**src/rtl/rxfs_pkg.sv**
```systemverilog
package rxfs_pkg;
  localparam int MAC_W = 9;
  localparam int STAT_W = 32;

  localparam int B_CTRL   = 18;
  localparam int B_VLAN   = 19;
  localparam int B_FAIL   = 20;
  localparam int B_MCAST  = 21;
  localparam int B_BCAST  = 22;
  localparam int B_CRC    = 23;
  localparam int B_SYM    = 24;
  localparam int B_LEN    = 25;
  localparam int B_RNG    = 26;
  localparam int B_ALN    = 27;
  localparam int B_OVR    = 28;
  localparam int B_NODESC = 29;
  localparam int B_LAST   = 30;
  localparam int B_ERR    = 31;

  // status position of each mac_stat_i bit
  localparam int MAC_POS [MAC_W] = '{B_CTRL, B_VLAN, B_MCAST, B_BCAST,
                                     B_CRC, B_SYM, B_LEN, B_RNG, B_ALN};

  typedef enum logic {ST_IDLE, ST_ACT} rx_state_e;
endpackage

```
**src/rtl/rxfs_frag_ctr.sv**
```systemverilog
module rxfs_frag_ctr #(
  parameter int SIZE_W = 11,
  localparam int CNT_W = SIZE_W + 1
) (
  input  logic              clk_i,
  input  logic              rst_ni,
  input  logic              start_i,
  input  logic              reload_i,
  input  logic              write_i,
  input  logic [SIZE_W-1:0] buf_size_i,
  output logic [CNT_W-1:0]  cnt_next_o,
  output logic              full_o
);
  logic [CNT_W-1:0]  cnt_q;
  logic [SIZE_W-1:0] cap_q;
  logic [SIZE_W-1:0] cap_cur;
  logic [CNT_W-1:0]  cnt_base;

  always_comb begin
    cnt_base   = start_i ? '0 : cnt_q;
    cap_cur    = start_i ? buf_size_i : cap_q;
    cnt_next_o = cnt_base + CNT_W'(write_i);
    full_o     = write_i && (cnt_next_o == ({1'b0, cap_cur} + CNT_W'(1)));
  end

  always_ff @(posedge clk_i or negedge rst_ni) begin
    if (!rst_ni) begin
      cnt_q <= '0;
      cap_q <= '0;
    end else if (reload_i) begin
      cnt_q <= '0;
      cap_q <= buf_size_i;
    end else begin
      cnt_q <= cnt_next_o;
      if (start_i) cap_q <= buf_size_i;
    end
  end
endmodule

```
**src/rtl/rxfs_wr_stage.sv**
```systemverilog
module rxfs_wr_stage #(
  parameter int DATA_W = 8
) (
  input  logic              clk_i,
  input  logic              rst_ni,
  input  logic              write_i,
  input  logic [DATA_W-1:0] data_i,
  output logic              wr_en_o,
  output logic [DATA_W-1:0] wr_data_o
);
  always_ff @(posedge clk_i or negedge rst_ni) begin
    if (!rst_ni) begin
      wr_en_o   <= 1'b0;
      wr_data_o <= '0;
    end else begin
      wr_en_o <= write_i;
      if (write_i) wr_data_o <= data_i;
    end
  end
endmodule

```
**src/rtl/rxfs_stat_pack.sv**
```systemverilog
module rxfs_stat_pack
  import rxfs_pkg::*;
#(
  parameter int SIZE_W = 11
) (
  input  logic              clk_i,
  input  logic              rst_ni,
  input  logic              close_i,
  input  logic [SIZE_W-1:0] size_i,
  input  logic              last_i,
  input  logic              ovr_i,
  input  logic              nodesc_i,
  input  logic              fail_i,
  input  logic              mac_en_i,
  input  logic [MAC_W-1:0]  mac_i,
  output logic              stat_valid_o,
  output logic [STAT_W-1:0] stat_word_o
);
  logic [STAT_W-1:0] word_d;

  always_comb begin
    word_d = '0;
    word_d[SIZE_W-1:0] = size_i;
    for (int i = 0; i < MAC_W; i++) word_d[MAC_POS[i]] = mac_en_i & mac_i[i];
    word_d[B_FAIL]   = mac_en_i & fail_i;
    word_d[B_OVR]    = ovr_i;
    word_d[B_NODESC] = nodesc_i;
    word_d[B_LAST]   = last_i;
    word_d[B_ERR]    = |word_d[B_OVR:B_CRC];
  end

  always_ff @(posedge clk_i or negedge rst_ni) begin
    if (!rst_ni) begin
      stat_valid_o <= 1'b0;
      stat_word_o  <= '0;
    end else begin
      stat_valid_o <= close_i;
      if (close_i) stat_word_o <= word_d;
    end
  end
endmodule

```
**src/rtl/rx_frag_status.sv**
```systemverilog
module rx_frag_status
  import rxfs_pkg::*;
#(
  parameter int DATA_W = 8,
  parameter int SIZE_W = 11,
  localparam int CNT_W = SIZE_W + 1
) (
  input  logic              clk_i,
  input  logic              rst_ni,
  input  logic              in_valid_i,
  input  logic [DATA_W-1:0] in_data_i,
  input  logic              in_sof_i,
  input  logic              in_eof_i,
  input  logic [MAC_W-1:0]  mac_stat_i,
  input  logic              filt_fail_i,
  input  logic              pass_filt_i,
  input  logic              desc_avail_i,
  input  logic [SIZE_W-1:0] buf_size_i,
  input  logic              wr_ready_i,
  output logic              wr_en_o,
  output logic [DATA_W-1:0] wr_data_o,
  output logic              stat_valid_o,
  output logic [STAT_W-1:0] stat_word_o
);
  rx_state_e        state_q, state_d;
  logic             fail_q;
  logic             start, go, take, fail_now, keep, ovr, do_write;
  logic             full, close_eof, close_full, close_nod, reload, close;
  logic [CNT_W-1:0] cnt_next;
  logic [SIZE_W-1:0] size;

  always_comb begin
    start    = in_valid_i && in_sof_i && (state_q == ST_IDLE);
    go       = start && desc_avail_i;
    take     = go || (in_valid_i && (state_q == ST_ACT));
    fail_now = (!start && fail_q) || filt_fail_i;
    keep     = take && !(fail_now && !pass_filt_i);
    ovr      = keep && !wr_ready_i;
    do_write = keep && wr_ready_i;
    close_eof  = take && in_eof_i && !ovr;
    close_full = full && !in_eof_i;
    reload     = close_full && desc_avail_i;
    close_nod  = close_full && !desc_avail_i;
    close      = ovr || close_eof || close_full;
    size       = SIZE_W'(cnt_next - CNT_W'(1));
    state_d = state_q;
    if (take) state_d = (ovr || close_eof || close_nod) ? ST_IDLE : ST_ACT;
  end

  always_ff @(posedge clk_i or negedge rst_ni) begin
    if (!rst_ni) begin
      state_q <= ST_IDLE;
      fail_q  <= 1'b0;
    end else begin
      state_q <= state_d;
      if (take) fail_q <= fail_now;
    end
  end

  rxfs_frag_ctr #(.SIZE_W(SIZE_W)) u_ctr (
    .clk_i(clk_i), .rst_ni(rst_ni), .start_i(go), .reload_i(reload),
    .write_i(do_write), .buf_size_i(buf_size_i),
    .cnt_next_o(cnt_next), .full_o(full)
  );

  rxfs_wr_stage #(.DATA_W(DATA_W)) u_wr (
    .clk_i(clk_i), .rst_ni(rst_ni), .write_i(do_write), .data_i(in_data_i),
    .wr_en_o(wr_en_o), .wr_data_o(wr_data_o)
  );

  rxfs_stat_pack #(.SIZE_W(SIZE_W)) u_stat (
    .clk_i(clk_i), .rst_ni(rst_ni), .close_i(close), .size_i(size),
    .last_i(!reload), .ovr_i(ovr), .nodesc_i(close_nod), .fail_i(fail_now),
    .mac_en_i(close_eof), .mac_i(mac_stat_i),
    .stat_valid_o(stat_valid_o), .stat_word_o(stat_word_o)
  );

  // writes seen since the previous status word
  logic [CNT_W-1:0] wr_seen_q;
  always_ff @(posedge clk_i or negedge rst_ni) begin
    if (!rst_ni)           wr_seen_q <= '0;
    else if (stat_valid_o) wr_seen_q <= '0;
    else                   wr_seen_q <= wr_seen_q + CNT_W'(wr_en_o);
  end

  a_r2_size_matches_writes: assert property (@(posedge clk_i) disable iff (!rst_ni)
    stat_valid_o |-> stat_word_o[SIZE_W-1:0] ==
                     SIZE_W'(wr_seen_q + CNT_W'(wr_en_o) - CNT_W'(1)));
  a_r1_write_needs_byte: assert property (@(posedge clk_i) disable iff (!rst_ni)
    wr_en_o |-> $past(in_valid_i));
  a_r5_nonlast_clean: assert property (@(posedge clk_i) disable iff (!rst_ni)
    (stat_valid_o && !stat_word_o[B_LAST]) |->
      (stat_word_o[B_ALN:B_CTRL] == '0 && !stat_word_o[B_ERR]));
  a_r9_nodesc_last: assert property (@(posedge clk_i) disable iff (!rst_ni)
    (stat_valid_o && stat_word_o[B_NODESC]) |->
      (stat_word_o[B_LAST] && !stat_word_o[B_OVR]));
  a_r10_overrun_last: assert property (@(posedge clk_i) disable iff (!rst_ni)
    (stat_valid_o && stat_word_o[B_OVR]) |->
      (stat_word_o[B_LAST] && stat_word_o[B_ERR]));
endmodule

```
**config.mk**
```make
export PLATFORM = sky130hd
export DESIGN_NAME = rx_frag_status
export DESIGN_NICKNAME = d
export VERILOG_FILES = /design/src/rtl/rxfs_pkg.sv /design/src/rtl/rxfs_frag_ctr.sv /design/src/rtl/rxfs_wr_stage.sv /design/src/rtl/rxfs_stat_pack.sv /design/src/rtl/rx_frag_status.sv
export SDC_FILE = /design/constraint.sdc
export NUM_CORES = 1
export LEC_CHECK = 0
export ABC_CLOCK_PERIOD_IN_PS = 12100
export BUFFER_PORTS_ARGS = -buffer_cell sky130_fd_sc_hd__buf_2
export CAP_MARGIN = 20
export CORE_ASPECT_RATIO = 1.25
export CORE_UTILIZATION = 40
export CTS_CLUSTER_DIAMETER = 150
export DETAILED_ROUTE_END_ITERATION = 8
export PLACE_DENSITY = 0.7
export RECOVER_POWER = 25
export SYNTH_ARGS = -nofsm -noshare
export SYNTH_HDL_FRONTEND = slang
export SYNTH_HIERARCHICAL = 1
export SYNTH_SLANG_ARGS = --single-unit
```
**constraint.sdc**
```tcl
create_clock -name clk_i -period 12.1 [get_ports clk_i]
set_input_delay 0 -clock clk_i [delete_from_list [all_inputs] [get_ports clk_i]]
set_output_delay 0 -clock clk_i [all_outputs]
set_load 0.1 [all_outputs]
```
## After elaboration in Yosys (flattened, before gate mapping)

Index checks and enable logic that the tools add are counted.

| storage, ports and cells | value |
|---|---|
| register bits | 60 |
| input bits | 37 |
| output and inout bits | 42 |
| logic and storage cells | 57 |

| cells by class | value |
|---|---|
| add/subtract/negate cells | 3 |
| eq/ne operators | 1 |
| mux-type cells | 5 |
| bitwise operators | 11 |
| reductions and logical operators | 29 |

Operators by type and width:

| operator | number |
|---|---|
| 12-bit two-way mux | 2 |
| 11-bit two-way mux | 2 |
| 1-bit logical AND | 15 |
| 11-bit by 1-bit adder with 12-bit output, second input constant | 1 |
| 12-bit by 1-bit adder with 12-bit output | 1 |
| 12-bit == test | 1 |
| 11-bit by 1-bit subtractor with 11-bit output, second input constant | 1 |
| 1-bit AND | 10 |
| 1-bit logical NOT | 8 |
| 6-bit OR reduction | 1 |
| 1-bit logical OR | 5 |
| 1-bit two-way mux | 1 |
| 1-bit NOT | 1 |

## Depth between registers and ports, before layout

Gate-level depths: netlist (run 1).

| depth | value |
|---|---|
| depth in word-level cells | 16 |
| depth in mapped cells | 22 |
| mapped depth without buffers | 15 |

## Cells and area by module

The synthesis (run 1) kept the hierarchy.

By module, submodules not included:

| module | times used | cells an instance | area each (µm²) | sequential area each (µm²) |
|---|---|---|---|---|
| rxfs_frag_ctr | 1 | 196 | 1,856.8 | 575.6 |
| rxfs_stat_pack | 1 | 88 | 1,124.8 | 650.6 |
| rx_frag_status | 1 | 54 | 405.4 | 50.0 |
| rxfs_wr_stage | 1 | 18 | 356.6 | 225.2 |

## Worst setup path before layout (run 1)

No wires, ideal clock.

| path | value |
|---|---|
| path type | reg-to-reg |
| start point | reg state_q |
| end point | reg u_stat.stat_word_o[10] |
| library setup time | 0.126 ns |
| arrival time | 4.234 ns |
| data required time | 11.974 ns |
| path slack | 7.739 ns |
| cell stages (with the launch flop) | 21 |
| buffers on the path | 7 |
| period minus slack after synthesis | 4.361 ns |
| cell sequence | dfrtp_1 > nor3_1 > buf_4 > buf_6 > buf_2 > buf_2 > buf_1 > nor2b_1 > ha_1 > a21bo_2 > a21oi_1 > xnor2_1 > a211oi_1 > o2111ai_1 > nor4_2 > nor2b_1 > a31oi_1 > o21ai_0 > buf_6 > buf_12 > mux2_4 |

| between the ends | value |
|---|---|
| elaborated cells on any way between the ends | 26 |
| classes of those cells | add/sub: 3; eq/ne: 1; mux: 2; bitwise: 1; reduce/logical: 19 |

RTL lines:

| item | line | source |
|---|---|---|
| start, declared | rx_frag_status.sv:25 | `rx_state_e state_q, state_d;` |
| start signal, assigned | rx_frag_status.sv:55 | `state_q <= state_d;` |
| 1-bit NOT (*) | rx_frag_status.sv:33 | `start = in_valid_i && in_sof_i && (state_q == ST_IDLE);` |
| 1-bit logical AND (*) | rx_frag_status.sv:33 |  |
| 1-bit logical AND (*) | rx_frag_status.sv:34 | `go = start && desc_avail_i;` |
| named net go | rx_frag_status.sv:27 | `logic start, go, take, fail_now, keep, ovr, do_write;` |
| 1-bit logical OR | rx_frag_status.sv:35 | `take = go \|\| (in_valid_i && (state_q == ST_ACT));` |
| 1-bit logical AND | rx_frag_status.sv:37 | `keep = take && !(fail_now && !pass_filt_i);` |
| 1-bit logical AND | rx_frag_status.sv:39 | `do_write = keep && wr_ready_i;` |
| 12-bit by 1-bit adder with 12-bit output (*) | rxfs_frag_ctr.sv:22 | `cnt_next_o = cnt_base + CNT_W'(write_i);` |
| named net cnt_next[2] | rx_frag_status.sv:29 | `logic [CNT_W-1:0] cnt_next;` |
| 12-bit == test (*) | rxfs_frag_ctr.sv:23 | `full_o = write_i && (cnt_next_o == ({1'b0, cap_cur} + CNT_W'(1)));` |
| 1-bit logical AND (*) | rxfs_frag_ctr.sv:23 |  |
| named net full | rx_frag_status.sv:28 | `logic full, close_eof, close_full, close_nod, reload, close;` |
| 1-bit logical AND (*) | rx_frag_status.sv:41 | `close_full = full && !in_eof_i;` |
| 1-bit logical OR (*) | rx_frag_status.sv:44 | `close = ovr \|\| close_eof \|\| close_full;` |
| named net close | rx_frag_status.sv:28 |  |
| end signal, assigned | rxfs_stat_pack.sv:38 | `if (close_i) stat_word_o <= word_d;` |
| end, declared | rxfs_stat_pack.sv:17 | `output logic [STAT_W-1:0] stat_word_o` |

Mark *: on every way through the listed nets, which the timed path passes. The rest lies on a longest branch.
A chain may end at the register's enable or synchronous reset.

## Worst setup path in the final report (run 1)

| path | value |
|---|---|
| start point | reg state_q |
| end point | reg u_ctr.cap_q[8] |

| between the ends | value |
|---|---|
| longest elaborated chain between the ends | 15 |
| elaborated cells on any way between the ends | 21 |
| classes of those cells | add/sub: 2; eq/ne: 1; mux: 3; bitwise: 1; reduce/logical: 14 |

Ends and longest elaborated chain:

| item | line | source |
|---|---|---|
| 1-bit NOT | rx_frag_status.sv:33 |  |
| 1-bit logical AND | rx_frag_status.sv:33 |  |
| 1-bit logical NOT | rx_frag_status.sv:36 | `fail_now = (!start && fail_q) \|\| filt_fail_i;` |
| 1-bit logical AND | rx_frag_status.sv:36 |  |
| 1-bit logical OR | rx_frag_status.sv:36 |  |
| 1-bit logical AND | rx_frag_status.sv:37 |  |
| 1-bit logical NOT | rx_frag_status.sv:37 |  |
| 1-bit logical AND (*) | rx_frag_status.sv:37 |  |
| [1 not listed] | - |  |
| named net do_write | rx_frag_status.sv:27 |  |
| [1 not listed] | - |  |
| named net cnt_next[6] | rx_frag_status.sv:29 |  |
| 12-bit == test (*) | rxfs_frag_ctr.sv:23 |  |
| 1-bit logical AND (*) | rxfs_frag_ctr.sv:23 |  |
| named net full | rx_frag_status.sv:28 |  |
| 1-bit logical AND (*) | rx_frag_status.sv:41 |  |
| 1-bit logical AND (*) | rx_frag_status.sv:42 | `reload = close_full && desc_avail_i;` |
| named net reload | rx_frag_status.sv:28 |  |
| 11-bit two-way mux (*) | rxfs_frag_ctr.sv:30 | `end else if (reload_i) begin` |
| end signal, assigned | rxfs_frag_ctr.sv:32 | `cap_q <= buf_size_i;` |
| end signal, assigned | rxfs_frag_ctr.sv:35 | `if (start_i) cap_q <= buf_size_i;` |
| end, declared | rxfs_frag_ctr.sv:15 | `logic [SIZE_W-1:0] cap_q;` |

Marked as above.

==> flow_summary.toml, run 1 <==
[drt]
wl_per_cell_um = 15.1
ant_nets = 0
num_vias = 3011
firstDrtPassIters = 4
via_per_inst = 5.19
initialDrtViolationCount = 269
drc = 0
wl_mm = 8.74

[floorplan]
initial_core_util_pct = 41.0
rows = 39
ios = 79
core_um2 = 9130
fp.dieH_um = 110
die_w_um = 88.5
dieArea_um2 = 9740

[cells_and_area]
layout-drive-gt1-share_pct = 30.4
stdcell_count = 580
utilization_pct = 51.7
finalNetCount = 494
antenna_cells = 0
syn_to_final_growth_pct = 26.0
fill_cells = 815
final_cell_mix = "buf_2 (71), dfrtp_1 (60), dlygate4sd3_1 (29)"
mostFrequentLayoutCell = "buf_2"

[timing]
fmax_mhz = 201
final.period_utilization_pct = 41.1
slew_headroom_pct = -114
finalSetupTns_ns = 0
period_needed_ns = 4.98
clock_skew_ns = 0.00599
setup_viol = 0
hold_viol = 0
grt_setup_unrepaired = "no"
worst_slack_ns = 7.12
max_slew.worst_pin.slew_ns = 3.21
final_max_slew_viol_count = 61

[logic_synthesis]
yosysWarnings = 6
syn_area_um2 = 3740
syn_inst = 355
syn_avg_cell_area_um2 = 10.5

[placed_design]
finalWeightedCongestion = 0.828
place_hpwl_mm = 5.91
post-place-ws_ns = 7.19
port_buffers = 71
dp_cells = 536

[worst_hold_path]
hold_class = "input pin to flop"
holdCritStartpoint = "in_valid_i"
whs_endpoint = "fail_q"
hold_path_depth = 3

[global_routing]
track_usage_pct = 19.6
antenna_found_initial = 0
grt_pass1_vias = 3124
gr-total-overflow = 0
grt_pass1_wl_mm = 14.6
grt_start_max_net_pins = 61

[power_and_ir_drop]
irDropWorstVdd_v = 0.000153
p_int_mw = 0.515
clock_power_share_pct = 25.8
totalPowerFinal_mw = 0.950
p_leak_nw = 2.12
seqPwrFrac_pct = 28.6
powerDensity_nw_per_um2 = 202
power.share.switching_pct = 45.8
p_comb_share_pct = 45.6
switchingPower_mw = 0.435

[flow_run]
max-cap-violations = 1

[status]
status = "complete, but fails checks"
violations = "capacitance limit, slew limit"

[cts]
cts_max_path_buffers = 2
clk_latency_ns = 0.34
clk_pin_slew_ns = 0.05
htreeDepth = 3
cts_setup_buffers = 0
cts_resized = 0
cts_tree = "done"
cts_hold_buf = 29
cts-root-buf = "clkbuf_16"
cts_sinks = 60
cts_buffers = 9

[setup_path]
ff2ff_path_depth = 15
timing.rr.end = "u_ctr/cap_q[8]"
worstPathRequired_ns = 12.32
r2r_slack_ns = 7.12
crit_fanout = 16
end_kind = "flop"
rr_startpoint = "state_q"
start_kind = "flop"
cp_data_arrival_time_ns = 5.19
path_class = "flop to flop"
==> worst max-delay path by stage <==
stage / start / end / slack (ns)
global route: state_q / u_ctr/cap_q[8] / 6.76
detailed placement: state_q / u_ctr/cap_q[3] / 7.19
CTS: state_q / u_ctr/cap_q[5] / 7.15
finish: state_q / u_ctr/cap_q[8] / 7.12
floorplan: state_q / u_stat/stat_word_o[10] / 7.74
global placement: state_q / u_ctr/cap_q[2] / 7.44
==> cell type report <==
class,instances,area [µm²],area share [%]
clock buffer,10,229,4.86
clock inverter,5,53.8,1.14
inverter,22,82.6,1.75
multi-input combinational,257,2030,43.0
sequential,60,1500,31.9
tap,123,154,3.27
timing repair buffer,103,664,14.1
==> critical path: stages (launching register included) <==
cell and delay, ns:
dfrtp_1 0.42, nand3b_1 0.18, a21oi_1 0.25, o211a_1 0.60
ha_1 0.39, nand4_4 0.16, or3_1 0.38, a21oi_1 0.46
xnor2_1 0.18, o2111ai_1 0.14, nor4_2 0.35, nor2b_1 0.22
nand2_1 0.09, inv_1 0.47, nor2_2 0.21, mux2_2 0.33
==> flip-flops by register name, summed over array words and instances, names as in the netlist <==
name / count
fail_q: 1
state_q: 1
u_ctr/cap_q: 11
u_ctr/cnt_q: 12
u_stat/stat_valid_o: 1
u_stat/stat_word_o: 25
u_wr/wr_data_o: 8
u_wr/wr_en_o: 1
==> through the flow <==
step,hold slack (ns),area (µm²)
after detailed placement,0.202,4140
final,0.0360,4710
after global placement,0.195,4140
after global routing,0.0636,4710
after CTS,0.0282,4720
after floorplan,-0.296,3760
==> metal layers <==
metal,track usage (%),up-vias,wire [µm]
met5,0,-,0
met4,9.33,0,218
met3,4.69,18,423
met2,33.1,88,4480
met1,23.2,1452,3620
li1,-,1453,-
==> power groups by stage <==
stage               registers, mW  logic (mW)  clock network [mW]
floorplan                   0.485       0.146                   0
global placement            0.273       0.423                   0
detailed placement          0.274       0.425                   0
CTS                         0.271       0.434               0.252
global route                0.277       0.456               0.258
finish                      0.271       0.433               0.246
No activity file was read; power rests on OpenSTA's default activity.
==> inputs of run 2 (changes only) <==
Settings changed: ABC_CLOCK_PERIOD_IN_PS 12100 to 4800.
Clock period 12.1 ns to 4.8 ns, I/O delays scaled along.
==> run 2 against run 1 <==
  * The flow still finishes with violations (capacitance limit, slew limit)
  * Sequential power grew to 2.5 times the previous value
  * Non-clock buffer count grew 6
  * Via count grew 1.1%
  * Register-to-register slack lost 6.5 ns
  * First-iteration DRC count shrank 14%
  * Sequential cell count is the same
  * Clock power grew 140%
  * Clock skew is essentially flat
  * Final area grew 1.0%
  * Power grew 150%
  * Cell count grew 1.2%
==> flow_summary.toml, run 2 (synthesis gave the netlist of run 1 again) <==
[global_routing]
antenna_found_initial = 0
grt_pass1_wl_mm = 14.6
track_usage_pct = 19.4
gr-total-overflow = 0
grt_pass1_vias = 3170
grt_start_max_net_pins = 61

[timing]
slew_headroom_pct = -110
period_needed_ns = 4.23
final_max_slew_viol_count = 61
hold_ws_ns = 0.0428
hold_viol = 0
setup_viol = 0
max_slew.worst_pin.slew_ns = 3.15
clock_skew_ns = 0.00604
finalSetupTns_ns = 0
final.period_utilization_pct = 88.0
fmax_mhz = 237
grt_setup_unrepaired = "no"

[power_and_ir_drop]
p_int_mw = 1.27
seqPwrFrac_pct = 28.9
clock_power_share_pct = 25.0
p_comb_share_pct = 46.1
powerDensity_nw_per_um2 = 498
power.share.switching_pct = 46.6
p_leak_nw = 2.14
irDropWorstVdd_v = 0.000407
switchingPower_mw = 1.10

[status]
violations = "capacitance limit, slew limit"
status = "complete, but fails checks"

[setup_path]
path_class = "flop to flop"
slowest_delay_ns = 0.45
worstPathRequired_ns = 5.01
crit_fanout = 17
path_cells = "nand3b_1 > a21oi_1 > o211a_1 > ha_1 > nand4_4 > or3_1 > a21oi_1 > xnor2_1 > o2111ai_1 > nor4_2 > nor2b_1 > a31oi_1 > o21ai_2 > buf_8 > mux2_2"
cp_data_arrival_time_ns = 4.44
worst_path_most_repeated_cell = "a21oi_1"
start_kind = "flop"
slowest_stage = "a21oi_1"
end_kind = "flop"

[cts]
htreeDepth = 3
cts_sinks = 60
cts_buffers = 9
cts-root-buf = "clkbuf_16"
clk_latency_ns = 0.33
cts_max_path_buffers = 2
cts_hold_buf = 29
cts_resized = 0
clk_pin_slew_ns = 0.05
cts_tree = "done"
cts_setup_buffers = 0

[cells_and_area]
layout-drive-gt1-share_pct = 31.7
seq_area_um2 = 1500
syn_to_final_growth_pct = 27.3
fill_cells = 820
mostFrequentLayoutCell = "buf_2"
antenna_cells = 0
largest_registers = "u_stat/stat_word_o (25), u_ctr/cnt_q (12), u_ctr/cap_q (11)"
max_flop_register = "u_stat/stat_word_o"
final_cell_mix = "buf_2 (71), dfrtp_1 (60), dlygate4sd3_1 (29)"
finalNetCount = 500
largest_register_ffs = 25
multi_input_area_um2 = 2030

[placed_design]
port_buffers = 71
finalWeightedCongestion = 0.838
place_hpwl_mm = 6.12

[drt]
via_per_inst = 5.19
wl_mm = 8.68
num_vias = 3044
initialDrtViolationCount = 230
wl_per_cell_um = 14.8
firstDrtPassIters = 4
ant_nets = 0
drc = 0

[floorplan]
core_um2 = 9130
initial_core_util_pct = 41.0
dieArea_um2 = 9740
rows = 39
fp.dieH_um = 110
ios = 79
die_w_um = 88.5

[worst_hold_path]
hold_class = "input pin to flop"

[flow_run]
max-cap-violations = 1
run 2: cell type report:
class | instances | area share [%]
well taps | 123 | 3.23
multi-input cells | 257 | 42.6
clock inverters | 6 | 0.815
clock buffers | 10 | 5.02
inverters | 22 | 1.73
flip-flops and latches | 60 | 31.5
repair buffers | 109 | 15.1
run 2: worst max-delay path: cells and delay by family, from the launching register on:
family | cells | cell delay [ns]
DFF | 1 | 0.42
and+or+nand+nor | 5 | 1.29
adders and majority gates | 1 | 0.30
buffers and inverters | 1 | 0.24
xor gates and xnor gates | 1 | 0.18
muxes | 1 | 0.36
AOI/OAI and AO/OA | 6 | 1.31
run 2: final timing paths:
check / from / end / slack [ns] / depth (start not counted)
worst max-delay path: state_q / u_stat/stat_word_o[1] / 0.57 / 15
worst min-delay path: filt_fail_i / fail_q / 0.04 / 3
worst max register to register: state_q / u_stat/stat_word_o[1] / 0.57 / 15
worst min register to register: u_stat/stat_word_o[0] / u_stat/stat_word_o[0] / 0.50 / 1
max in group asynchronous: rst_ni / u_ctr/cap_q[4] / 1.66 / 3
min in group asynchronous: rst_ni / u_wr/wr_data_o[6] / 1.35 / 3
run 2: stage by stage:
step	setup WS [ns]	std cells	area, µm²	power (mW)	utilization, %
5_1_grt	0.325	587	4760	2.48	52.2
3_5_place_dp	0.404	541	4180	1.77	45.8
4_1_cts	0.356	586	4750	2.39	52.0
2_1_floorplan	0.439	361	3760	1.59	-
3_3_place_gp	0.611	541	4180	1.76	45.8
6_report	0.574	587	4760	2.37	52.2
run 2: per-layer routing:
layer | GRT usage, % | vias up | routed length (µm)
li1 | - | 1470 | -
met1 | 22.7 | 1469 | 3580
met2 | 34.0 | 87 | 4530
met3 | 4.62 | 18 | 383
met4 | 7.83 | 0 | 190
met5 | 0 | - | 0
run 2: power by group through the flow:
stage / Combinational (mW) / Sequential (mW) / Clock [mW]
2_1_floorplan: 0.367 / 1.22 / 0
3_3_place_gp: 1.07 / 0.690 / 0
3_5_place_dp: 1.08 / 0.692 / 0
4_1_cts: 1.10 / 0.686 / 0.611
5_1_grt: 1.15 / 0.698 / 0.627
6_report: 1.09 / 0.685 / 0.592
==> inputs of run 3 (changes only) <==
Settings changed: ABC_CLOCK_PERIOD_IN_PS 4800 to 4900.
Clock period 4.8 ns to 4.9 ns, I/O delays scaled along.
==> run 3 against run 2 <==
  * Critical endpoint is now u_stat/stat_word_o[31]
  * Sequential share of layout area down 0.11 points
  * Clock power up 14%
  * Final area up 0.34%
  * Power up 2.0%
  * Critical path depth up 1
  * Clock skew up 0.0017 ns
  * Sequential power down 2%
  * The run still ends with capacitance limit, slew limit left
  * Sequential cell count unchanged
==> flow_summary.toml, run 3 (synthesis gave the netlist of run 1 again) <==
[status]
status = "complete, but fails checks"
violations = "capacitance limit, slew limit"

[cts]
cts_setup_buffers = 0
htreeDepth = 3
clk_pin_slew_ns = 0.05
cts_resized = 0
cts-root-buf = "clkbuf_16"
cts_buffers = 9
clk_latency_ns = 0.33
cts_sinks = 60
cts_max_path_buffers = 2
cts_tree = "done"

[cells_and_area]
antenna_cells = 0
layout-drive-gt1-share_pct = 31.0
final_cell_mix = "buf_2 (71), dfrtp_1 (60), dlygate4sd3_1 (29)"
utilization_pct = 52.4
syn_to_final_growth_pct = 27.7
mostFrequentLayoutCell = "buf_2"
largest_registers = "u_stat/stat_word_o (25), u_ctr/cnt_q (12), u_ctr/cap_q (11)"
max_flop_register = "u_stat/stat_word_o"
finalNetCount = 498
stdcell_count = 584
largest_register_ffs = 25
fill_cells = 820
final_area_um2 = 4780

[drt]
via_per_inst = 5.29
num_vias = 3088
wl_per_cell_um = 15.3
drc = 0
firstDrtPassIters = 4
ant_nets = 0
wl_mm = 8.91
initialDrtViolationCount = 158

[timing]
final.period_utilization_pct = 88.0
hold_viol = 0
hold_ws_ns = 0.0139
max_slew.worst_pin.slew_ns = 3.20
final_max_slew_viol_count = 61
finalSetupTns_ns = 0
slew_headroom_pct = -113
clock_skew_ns = 0.00770
grt_setup_unrepaired = "no"
worst_slack_ns = 0.587
setup_viol = 0
period_needed_ns = 4.31
fmax_mhz = 232

[global_routing]
grt_pass1_wl_mm = 14.9
antenna_found_initial = 0
track_usage_pct = 20.2
grt_pass1_vias = 3180
gr-total-overflow = 0
grt_start_max_net_pins = 61

[setup_path]
endpoint = "u_stat/stat_word_o[31]"
ff2ff_path_depth = 16
worstPathRequired_ns = 5.10
timing.rr.end = "u_stat/stat_word_o[31]"
end_kind = "flop"
rr_startpoint = "state_q"
r2r_slack_ns = 0.59
crit_start = "state_q"
cp_data_arrival_time_ns = 4.52
path_class = "flop to flop"
start_kind = "flop"
crit_fanout = 38

[power_and_ir_drop]
p_leak_nw = 2.15
powerDensity_nw_per_um2 = 506
irDropWorstVdd_v = 0.000475
totalPowerFinal_mw = 2.42

[placed_design]
dp_cells = 540
port_buffers = 71
finalWeightedCongestion = 0.848
place_hpwl_mm = 6.16
dpl_cell_area_um2 = 4170
post-place-ws_ns = 0.596

[worst_hold_path]
hold_class = "input pin to flop"

[floorplan]
ios = 79
initial_core_util_pct = 41.0
fp.dieH_um = 110
dieArea_um2 = 9740
core_um2 = 9130
die_w_um = 88.5
rows = 39

[flow_run]
max-cap-violations = 1
[run 3: cell types whose count changed in the layout (fill, tap and decap cells not counted)]
cell,delta
bufinv_16,+2
clkinv_2,-2
clkinvlp_4,-2
buf_4,-1
buf_8,-1
clkbuf_1,+1
clkinv_4,+1
inv_6,-1
[run 3: area by class of cell]
| class | count | area [µm²] | share of cell area [%] |
|---|---|---|---|
| repair buffers | 107 | 694 | 14.5 |
| clock buffers | 11 | 243 | 5.08 |
| well taps | 123 | 154 | 3.22 |
| multi-input cells | 257 | 2030 | 42.5 |
| clock inverters | 4 | 73.8 | 1.55 |
| inverters | 22 | 82.6 | 1.73 |
| flip-flops and latches | 60 | 1500 | 31.4 |
[run 3: critical path, stage by stage, from the launching register on]
cell and delay, ns:
dfrtp_1 0.42, nand3b_1 0.19, a21oi_1 0.26, o211a_1 0.22, ha_1 0.29, nand4_4 0.16, or3_1 0.37, a21oi_1 0.44
xnor2_1 0.17, o2111ai_1 0.14, nor4_2 0.36, nor2b_1 0.21, a31oi_1 0.07, o21ai_2 0.06, buf_4 0.39, nor4b_2 0.30
a211oi_2 0.11
[run 3: worst min-delay path by stage]
stage	endpoint	from	cells after the start
3_5_place_dp	u_wr/wr_data_o[5]	rst_ni	2
6_report	fail_q	filt_fail_i	3
2_1_floorplan	fail_q	rst_ni	0
5_1_grt	fail_q	in_valid_i	3
3_3_place_gp	u_wr/wr_data_o[6]	rst_ni	2
4_1_cts	fail_q	filt_fail_i	3
[run 3: what timing repair did]
item / 4_1_cts / 5_1_grt
hold buffers: 29 / 0
setup endpoints to repair: 0 / 0
endpoints found under the hold margin: 88 / 0
[run 3: where the power goes]
part           leakage, nW  internal, mW  switching [mW]  total [mW]
sequential           0.747         0.597          0.0753       0.672
clock                0.156         0.456           0.220       0.675
combinational         1.25         0.288           0.783        1.07
[run 3: layer usage]
layer  global-route usage (%)  share of wire (%)  up-vias
li1                         -                  -     1466
met1                     23.2                 41     1530
met2                     36.0                 53       76
met3                     4.47                4.3       16
met4                     8.29                1.8        0
met5                        0                  0        -
